### src/rtl/eag_pkg.sv
// Package: shared mode encoding for the effective address generator.
// Assumes the decode stage supplies the 3-bit mode field in this encoding.
package eag_pkg;
    typedef enum logic [2:0] {
        AM_DIRECT   = 3'd0,
        AM_REGDIR   = 3'd1,
        AM_BASEDISP = 3'd2,
        AM_REGREG   = 3'd3,
        AM_INDIRECT = 3'd4,
        AM_PCREL    = 3'd5,
        AM_IMM      = 3'd6,
        AM_REGOP    = 3'd7
    } amode_e;

    typedef enum logic {
        ST_IDLE = 1'b0,
        ST_WAIT = 1'b1
    } eag_state_e;
endpackage

### src/rtl/eag_calc.sv
// Module: eag_calc
// Combinational address formation for every mode that needs no memory read.
// A single adder serves base+displacement, register+register and PC-relative.
// Its operands are steered by the mode.
// Assumes: DISP_W <= ADDR_W or the constant is truncated; sums wrap.
module eag_calc #(
    parameter int ADDR_W = 32,
    parameter int DISP_W = 16
) (
    input  logic [2:0]        mode,
    input  logic [ADDR_W-1:0] reg_a,
    input  logic [ADDR_W-1:0] reg_b,
    input  logic [DISP_W-1:0] disp,
    input  logic [ADDR_W-1:0] addr_fld,
    input  logic [ADDR_W-1:0] pc,
    output logic [ADDR_W-1:0] addr_c,
    output logic              no_addr_c,
    output logic              need_mem
);
    import eag_pkg::*;

    logic [ADDR_W-1:0] disp_x;
    logic [ADDR_W-1:0] op_x;
    logic [ADDR_W-1:0] op_y;
    logic [ADDR_W-1:0] sum;
    amode_e            am;

    assign am = amode_e'(mode);

    // Sign extension of the constant; the variant depends on the widths.
    generate
        if (DISP_W < ADDR_W) begin : g_ext
            localparam int EXT_W = ADDR_W - DISP_W;
            assign disp_x = {{EXT_W{disp[DISP_W-1]}}, disp};
        end else begin : g_trunc
            assign disp_x = disp[ADDR_W-1:0];
        end
    endgenerate

    // Operand steering for the shared adder.
    always_comb begin
        op_x = (am == AM_PCREL) ? pc : reg_a;
        op_y = (am == AM_REGREG) ? reg_b : disp_x;
    end

    assign sum = op_x + op_y;

    // Final selection of the address and the mode flags.
    always_comb begin
        addr_c    = '0;
        no_addr_c = 1'b0;
        need_mem  = 1'b0;
        unique case (am)
            AM_DIRECT:   addr_c = addr_fld;
            AM_REGDIR:   addr_c = reg_a;
            AM_BASEDISP: addr_c = sum;
            AM_REGREG:   addr_c = sum;
            AM_PCREL:    addr_c = sum;
            AM_INDIRECT: need_mem = 1'b1;
            AM_IMM,
            AM_REGOP:    no_addr_c = 1'b1;
            default:     addr_c = '0;
        endcase
    end
endmodule

### src/rtl/eag_seq.sv
// Module: eag_seq
// Sequencer and output registers. Single-cycle modes complete on the edge
// after start. Indirect mode issues a held read request and completes on the
// edge after valid data is sampled.
// Assumes: memory holds data stable only while valid is high.
module eag_seq #(
    parameter int ADDR_W = 32
) (
    input  logic              clk,
    input  logic              rst_n,
    input  logic              start,
    input  logic              need_mem,
    input  logic              no_addr_c,
    input  logic [ADDR_W-1:0] addr_c,
    input  logic [ADDR_W-1:0] ptr,
    input  logic              mem_rd_valid,
    input  logic [ADDR_W-1:0] mem_rd_data,
    output logic              mem_rd_req,
    output logic [ADDR_W-1:0] mem_rd_addr,
    output logic [ADDR_W-1:0] ea,
    output logic              done,
    output logic              no_addr
);
    import eag_pkg::*;

    eag_state_e state;

    // State machine and registered outputs.
    always_ff @(posedge clk) begin
        if (!rst_n) begin
            state       <= ST_IDLE;
            mem_rd_req  <= 1'b0;
            mem_rd_addr <= '0;
            ea          <= '0;
            done        <= 1'b0;
            no_addr     <= 1'b0;
        end else begin
            done <= 1'b0;
            unique case (state)
                ST_IDLE: begin
                    if (start) begin
                        if (need_mem) begin
                            state       <= ST_WAIT;
                            mem_rd_req  <= 1'b1;
                            mem_rd_addr <= ptr;
                        end else begin
                            done    <= 1'b1;
                            ea      <= addr_c;
                            no_addr <= no_addr_c;
                        end
                    end
                end
                ST_WAIT: begin
                    if (mem_rd_valid) begin
                        state      <= ST_IDLE;
                        mem_rd_req <= 1'b0;
                        done       <= 1'b1;
                        ea         <= mem_rd_data;
                        no_addr    <= 1'b0;
                    end
                end
                default: state <= ST_IDLE;
            endcase
        end
    end
endmodule

### src/rtl/eag_top.sv
// Module: eag_top
// Effective address generator for six address modes plus two operand-only
// modes. Combinational formation feeds a small sequencer that also handles
// the one-level memory-indirect lookup.
// Assumes: start is a request held for one cycle; it is ignored while an
// indirect read is pending.
module eag_top #(
    parameter int ADDR_W = 32,
    parameter int DISP_W = 16
) (
    input  logic              clk,
    input  logic              rst_n,
    input  logic              start,
    input  logic [2:0]        mode,
    input  logic [ADDR_W-1:0] reg_a,
    input  logic [ADDR_W-1:0] reg_b,
    input  logic [DISP_W-1:0] disp,
    input  logic [ADDR_W-1:0] addr_fld,
    input  logic [ADDR_W-1:0] pc,
    output logic              mem_rd_req,
    output logic [ADDR_W-1:0] mem_rd_addr,
    input  logic              mem_rd_valid,
    input  logic [ADDR_W-1:0] mem_rd_data,
    output logic [ADDR_W-1:0] ea,
    output logic              done,
    output logic              no_addr
);
    logic [ADDR_W-1:0] addr_c;
    logic              no_addr_c;
    logic              need_mem;

    eag_calc #(.ADDR_W(ADDR_W), .DISP_W(DISP_W)) u_calc (
        .mode      (mode),
        .reg_a     (reg_a),
        .reg_b     (reg_b),
        .disp      (disp),
        .addr_fld  (addr_fld),
        .pc        (pc),
        .addr_c    (addr_c),
        .no_addr_c (no_addr_c),
        .need_mem  (need_mem)
    );

    eag_seq #(.ADDR_W(ADDR_W)) u_seq (
        .clk          (clk),
        .rst_n        (rst_n),
        .start        (start),
        .need_mem     (need_mem),
        .no_addr_c    (no_addr_c),
        .addr_c       (addr_c),
        .ptr          (reg_a),
        .mem_rd_valid (mem_rd_valid),
        .mem_rd_data  (mem_rd_data),
        .mem_rd_req   (mem_rd_req),
        .mem_rd_addr  (mem_rd_addr),
        .ea           (ea),
        .done         (done),
        .no_addr      (no_addr)
    );
endmodule

### config.mk
export PLATFORM = sky130hd
export DESIGN_NAME = eag_top
export DESIGN_NICKNAME = d
export VERILOG_FILES = /design/src/rtl/eag_pkg.sv /design/src/rtl/eag_calc.sv /design/src/rtl/eag_seq.sv /design/src/rtl/eag_top.sv
export SDC_FILE = /design/constraint.sdc
export NUM_CORES = 1
export LEC_CHECK = 0
export BUFFER_PORTS_ARGS = -buffer_cell sky130_fd_sc_hd__buf_4
export CORE_ASPECT_RATIO = 0.7
export CORE_MARGIN = 8
export CORE_UTILIZATION = 49
export CTS_CLUSTER_SIZE = 20
export DETAILED_ROUTE_END_ITERATION = 7
export GPL_TIMING_DRIVEN = 0
export MAX_ROUTING_LAYER = met4
export PLACE_DENSITY = 0.86
export REMOVE_ABC_BUFFERS = 1
export SLEW_MARGIN = 20
export SYNTH_ARGS = -nofsm -noshare
export SYNTH_HDL_FRONTEND = slang
export SYNTH_SLANG_ARGS = --single-unit
### constraint.sdc
create_clock -name clk -period 4.28 [get_ports clk]
set_clock_uncertainty 0.05 [all_clocks]
set_input_delay 0.856 -clock clk [delete_from_list [all_inputs] [get_ports clk]]
set_output_delay 0.856 -clock clk [all_outputs]
set_load 0.03 [all_outputs]
[Yosys cells after proc, flatten, opt, wreduce, memory -nomap -nowiden]
Cells that the tools add are included.
Operators by class
  multiply operators: 0
  mux-type cells: 24
  bitwise logic cells: 1
  shift-type cells: 0
  divide/modulo/power cells: 0
  $add $sub $neg: 1
  equality and inequality tests: 11
  $lt $le $gt $ge: 0
  reductions and logical operators: 6
Operator list (number)
  2-to-1 mux 32 bit: 5
  one-hot mux 32 bit (3 select lines): 1
  one-hot mux 32 bit (2 select lines): 1
  adder 32 bit: 1
  2-to-1 mux 1 bit: 13
  == test 3 bit, second input constant: 4
  AND reduction 3 bit: 3
  != test 2 bit, second input constant: 4
  one-hot mux 1 bit (2 select lines): 4
  == test 3 x 2 -> 1 bit, second input constant: 2
  == test 3 x 1 -> 1 bit, second input constant: 1
  logical NOT 3 bit: 1
  OR reduction 3 bit: 1
  OR reduction 2 bit: 1
  NOT 1 bit: 1
Word-level totals
  word-level logic and storage cells: 49
  bits in read-only memories: 0
  latch bits: 0
  bits of input ports: 183
  bits in registers: 68
  output and inout port bits: 67
  memories kept: 0
  bits in writable memories: 0

[Logic depth before layout (Yosys ltp)]
  word-level depth: 7
  mapped depth: 18
  gate-level depth less buffers: 15

[Cells and area by module]
From an unflattened synthesis, not the netlist that was laid out.
Second synthesis, totals
  cells, all modules: 769
  area, all modules: 5973.2 sq um
By module, submodules not included
  eag_calc: instances 1, seq. area each 0.0 sq um, cells an instance 467, area an instance 3241.9 sq um
  eag_seq: instances 1, seq. area each 1361.3 sq um, cells an instance 302, area an instance 2731.4 sq um

[Least setup slack after synthesis]
No wires, ideal clock.
  path kind: input-to-reg
  from: input port mode[0]
  to: register u_seq.ea[22]
  library setup time: 133 ps
  required time: 4097 ps
  path slack: 339 ps
  stages: 13
  path buffers: 2
  arrival: 3758 ps
  cell sequence: buf_4 -> nand3b_1 -> clkbuf_1 -> mux2_2 -> ha_1 -> a21o_1 -> a211oi_1 -> nor2_1 -> or4_1 -> o21ai_1 -> o21ai_1 -> xnor2_1 -> o221ai_1
On the way
  cells in the longest elaborated chain, start to end: 7
  elaborated cells between the ends (all ways): 17
  classes of those cells: add/sub (1); eq/ne (6); mux (7); reduce/logical (3)
Ends and longest elaborated chain
  from (decl): RTL line eag_top.sv:14  | input logic [2:0] mode,
  == test 3 bit or == test 3 x 2 -> 1 bit (tied branches): RTL line eag_calc.sv:42, eag_calc.sv:53, eag_calc.sv:43
  2-to-1 mux 32 bit (on tied branches): RTL line eag_calc.sv:42, eag_calc.sv:43
  adder 32 bit: RTL line eag_calc.sv:46  | assign sum = op_x + op_y;
  one-hot mux 32 bit (3 select lines): RTL line eag_calc.sv:53  | unique case (am)
  2-to-1 mux 32 bit: RTL line eag_seq.sv:42  | if (need_mem) begin
  2-to-1 mux 32 bit: RTL line eag_seq.sv:41  | if (start) begin
  one-hot mux 32 bit (2 select lines): RTL line eag_seq.sv:39  | unique case (state)
  to (signal assigned): RTL line eag_seq.sv:48  | ea <= addr_c;
  to (signal assigned): RTL line eag_seq.sv:58  | ea <= mem_rd_data;
  to (decl): RTL line eag_seq.sv:20  | output logic [ADDR_W-1:0] ea,
Several ways; a longest one is shown, not always the timed one. The select of a mux whose other input is x is not followed.
A chain may end at the register's enable or synchronous reset.

[Worst setup path after layout]
  from: input port mode[1]
  to: register u_seq.ea[27]
The elaborated chain is that of the path after synthesis.

==> flow_metrics.py <==
metrics = {
    "drt": {
        "vias_per_cell": 5.93,
        "drc": 0,
        "wirelength_um": 23900,
        "via_count": 6911,
        "post_drt_wl_per_cell_um": 20.5,
        "drt_iter0_drc": 570,
        "dr.pass1.iters": 6,
        "ant_nets": 0,
    },
    "pwr": {
        "power.switching_mw": 0.857,
        "total_power_mw": 2.33,
        "clockPowerShare": 0.290,
        "sw_frac_of_total": 0.367,
        "power_frac_seq": 0.299,
        "vdd_ir_drop_max_mv": 0.200,
        "power_density_mw_per_mm2": 287,
        "internal_power_mw": 1.48,
        "power_frac_comb": 0.411,
        "leakage_nw": 3.72,
    },
    "place": {
        "portBuffers": 249,
        "dp_hpwl_um": 18400,
        "dp.cells": 1145,
        "place.gp.congestion": 0.899,
        "post-place-ws_ps": -422,
    },
    "setup_path": {
        "crit_path_end_kind": "flip-flop",
        "start_kind": "primary input",
        "worstSetupPathType": "primary input to flip-flop",
        "reg2reg_setup_slack_ps": 1420,
        "crit_path_max_fanout": 17,
        "required_ps": 4440,
        "cpPeakStageDelay_ps": 440,
        "path_cells": "buf_4 > nor2b_2 > nand2_4 > and2_2 > a21o_1 > ha_1 > and2_1 > nand3_1 > or4_4 > o21ba_1 > o21ai_0 > xnor2_1 > o22ai_1",
        "arrival_ps": 4280,
        "critPathSlowestCell": "or4_4",
    },
    "clock_tree": {
        "h-tree-depth": 3,
        "cts_buffer_depth": 2,
        "tritoncts": "yes",
        "clk_pin_slew_ps": 60,
        "cts-root-buf": "clkbuf_16",
        "cts_buffers": 9,
        "clk-insertion-delay-late_ps": 330,
        "hold_buffers": 0,
        "clock-sinks": 68,
    },
    "run": {
        "cap_violations": 0,
    },
    "logic_synthesis": {
        "synthCells": 780,
        "yosys-top-cells-area": "dfxtp_1, nand2_1, mux2_2",
        "synth_xor_area_frac": 0.0317,
        "yosysSeqAreaShare": 0.234,
        "synth_top_area_share": 0.234,
        "syn_area_mm2": 0.00581,
        "synth_cell_types": 68,
        "synth-simple-area-share": 0.212,
        "synthMuxAreaShare": 0.0864,
        "ys_seq_elements": 68,
        "synthAdderAreaFrac": 0.0702,
        "yosys_most_used_dff": "dfxtp_1",
        "async_flop_share": 0,
        "syn_area_per_cell_um2": 7.44,
        "synth_compound_area_frac": 0.318,
        "synth_warnings": 0,
        "synth_top_cell_by_area": "dfxtp_1",
        "synth-edff-count": 0,
        "synth_top_family_by_area": "compound AO/OA/AOI/OAI gates",
    },
    "finish": {
        "syn_to_final_growth_pct": 40.1,
        "final_core_util": 0.699,
        "nets": 1218,
        "drive_gt1_frac": 0.343,
        "finalNonFillerCells": 1165,
    },
    "timing": {
        "min_period_over_period": 0.962,
        "slew_headroom": 0.230,
        "max_freq_mhz": 243,
        "period_needed_ps": 4120,
        "worst_pin_slew_ps": 1160,
        "slew_violations": 0,
        "rsz0062_at_grt": "false",
        "tns_ps": 0,
        "worst_slack_ps": 164,
        "setup_violations": 0,
        "hold_viol_final": 0,
    },
    "global_routing": {
        "grt_use_total": 0.297,
        "grt_pass1_wl_um": 36400,
        "grt_pass1_vias": 6804,
        "antenna_found_initial": 1,
        "grt_overflow": 0,
        "grt_max_degree": 74,
    },
    "floorplan": {
        "rows": 33,
        "start_util": 0.499,
        "die-area_mm2": 0.0156,
        "io_pins": 250,
        "fp.dieH_um": 107,
        "coreArea_mm2": 0.0116,
        "die_x_um": 146,
    },
    "status": {
        "run_status": "completed",
    },
    "worst_hold_path": {
        "min_path_type": "flip-flop to flip-flop",
    },
}
[repair_timing]
action,CTS,global route
buffers inserted,3,0
pin swaps,1,0
endpoints found under the setup margin,6,14
gates resized for setup,1,7
gates cloned,0,1
[cells in the final DEF (no fill, tap or decap), types with 9 or more instances in the layout]
cell type | netlist | layout
nand2_1 | 161 | 159
a22oi_1 | 16 | 16
nand3_1 | 17 | 17
ha_1 | 31 | 31
a21o_1 | 25 | 24
a21oi_1 | 60 | 58
a221oi_1 | 9 | 9
xnor2_1 | 14 | 14
a21boi_0 | 34 | 34
o21ai_0 | 45 | 45
nor2_1 | 43 | 42
clkbuf_16 | 0 | 9
buf_4 | 1 | 255
dfxtp_1 | 68 | 67
inv_1 | 14 | 14
mux2_2 | 41 | 41
[power groups by stage]
stage	clock (mW)	combinational, mW	sequential (mW)
after floorplan	0	0.479	0.781
after global placement	0	0.906	0.708
after detailed placement	0	0.929	0.708
after CTS	0.681	0.939	0.695
after global routing	0.706	1.03	0.700
final	0.677	0.960	0.697
[metrics by stage]
| step | hold WS, ps | area [um2] |
|---|---|---|
| 2_1_floorplan | 535 | 5590 |
| 3_3_place_gp | 402 | 7650 |
| 3_5_place_dp | 408 | 7810 |
| 4_1_cts | 416 | 8110 |
| 5_1_grt | 434 | 8140 |
| 6_report | 414 | 8140 |
[metal layers]
| metal | global-route usage | part of all wire | vias up |
|---|---|---|---|
| li1 | - | - | 3299 |
| met1 | 0.385 | 0.45 | 3210 |
| met2 | 0.442 | 0.42 | 375 |
| met3 | 0.0947 | 0.11 | 27 |
| met4 | 0.0681 | 0.016 | 0 |
| met5 | - | 0 | - |
[synth_stat cells, types with 3 or more instances]
cell type	count
o211ai_1	8
and2_1	7
o211a_1	3
nor2b_1	4
or4_1	3
xor2_1	7
mux2i_1	4
a222oi_1	7
o21a_1	7
a22oi_1	16
dfxtp_1	68
a31oi_1	4
nand2_1	161
nand3_1	17
a21boi_0	34
a22o_1	7
nor2_1	43
nand4_1	7
nand2b_1	6
a221oi_1	9
a21o_1	25
o221ai_1	5
ha_1	31
o31ai_1	4
xnor2_1	14
mux2_2	41
o21ai_0	45
or3_1	3
clkbuf_1	46
nor4b_1	3
a2111oi_0	3
o22ai_1	5
o21bai_1	4
inv_1	14
a21oi_1	60
a211oi_1	3
nor3_1	8
nor3b_1	3
[cells by family (layout without fill, tap and decap cells)]
family | after synthesis | count (layout)
and+or+nand+nor | 278 | 279
AOI/OAI and AO/OA | 270 | 270
DFF | 68 | 68
buffers and inverters | 66 | 292
muxes | 45 | 45
adders and majority gates | 32 | 32
xor gates and xnor gates | 21 | 21
other | 0 | 1
[area by class of cell]
type | count | area (um2)
inverter | 14 | 52.6
fill | 993 | 3510
clock buffer | 10 | 229
clock inverter | 5 | 30.0
tap | 157 | 196
timing repair buffer | 263 | 2030
antenna | 1 | 2.50
multi-input combinational | 647 | 4230
sequential | 68 | 1360
[registers in the layout, indices dropped and copies added, names as in the netlist]
name / cells
u_seq.state: 1
u_seq.ea: 32
u_seq.done: 1
u_seq.no_addr: 1
u_seq.mem_rd_addr: 32
u_seq.mem_rd_req: 1
[path summary, 6_finish.rpt]
check	cells past startpoint	to	start
worst min-delay path	2	u_seq.mem_rd_addr[25]	u_seq.mem_rd_addr[25]
worst max-delay path	13	u_seq.ea[27]	mode[1]
worst max register to register	6	u_seq.ea[12]	u_seq.state
worst min register to register	2	u_seq.mem_rd_addr[25]	u_seq.mem_rd_addr[25]
[worst max-delay path: cells and delay by family]
kind                     cells  cell delay [ps]
buffers and inverters        1              170
AND/OR/NAND/NOR              6             1780
AO/OA/AOI/OAI                4              880
adder cells (fa/ha/maj)      1              390
XOR/XNOR                     1              180
No activity file was read; power rests on OpenSTA's default activity.
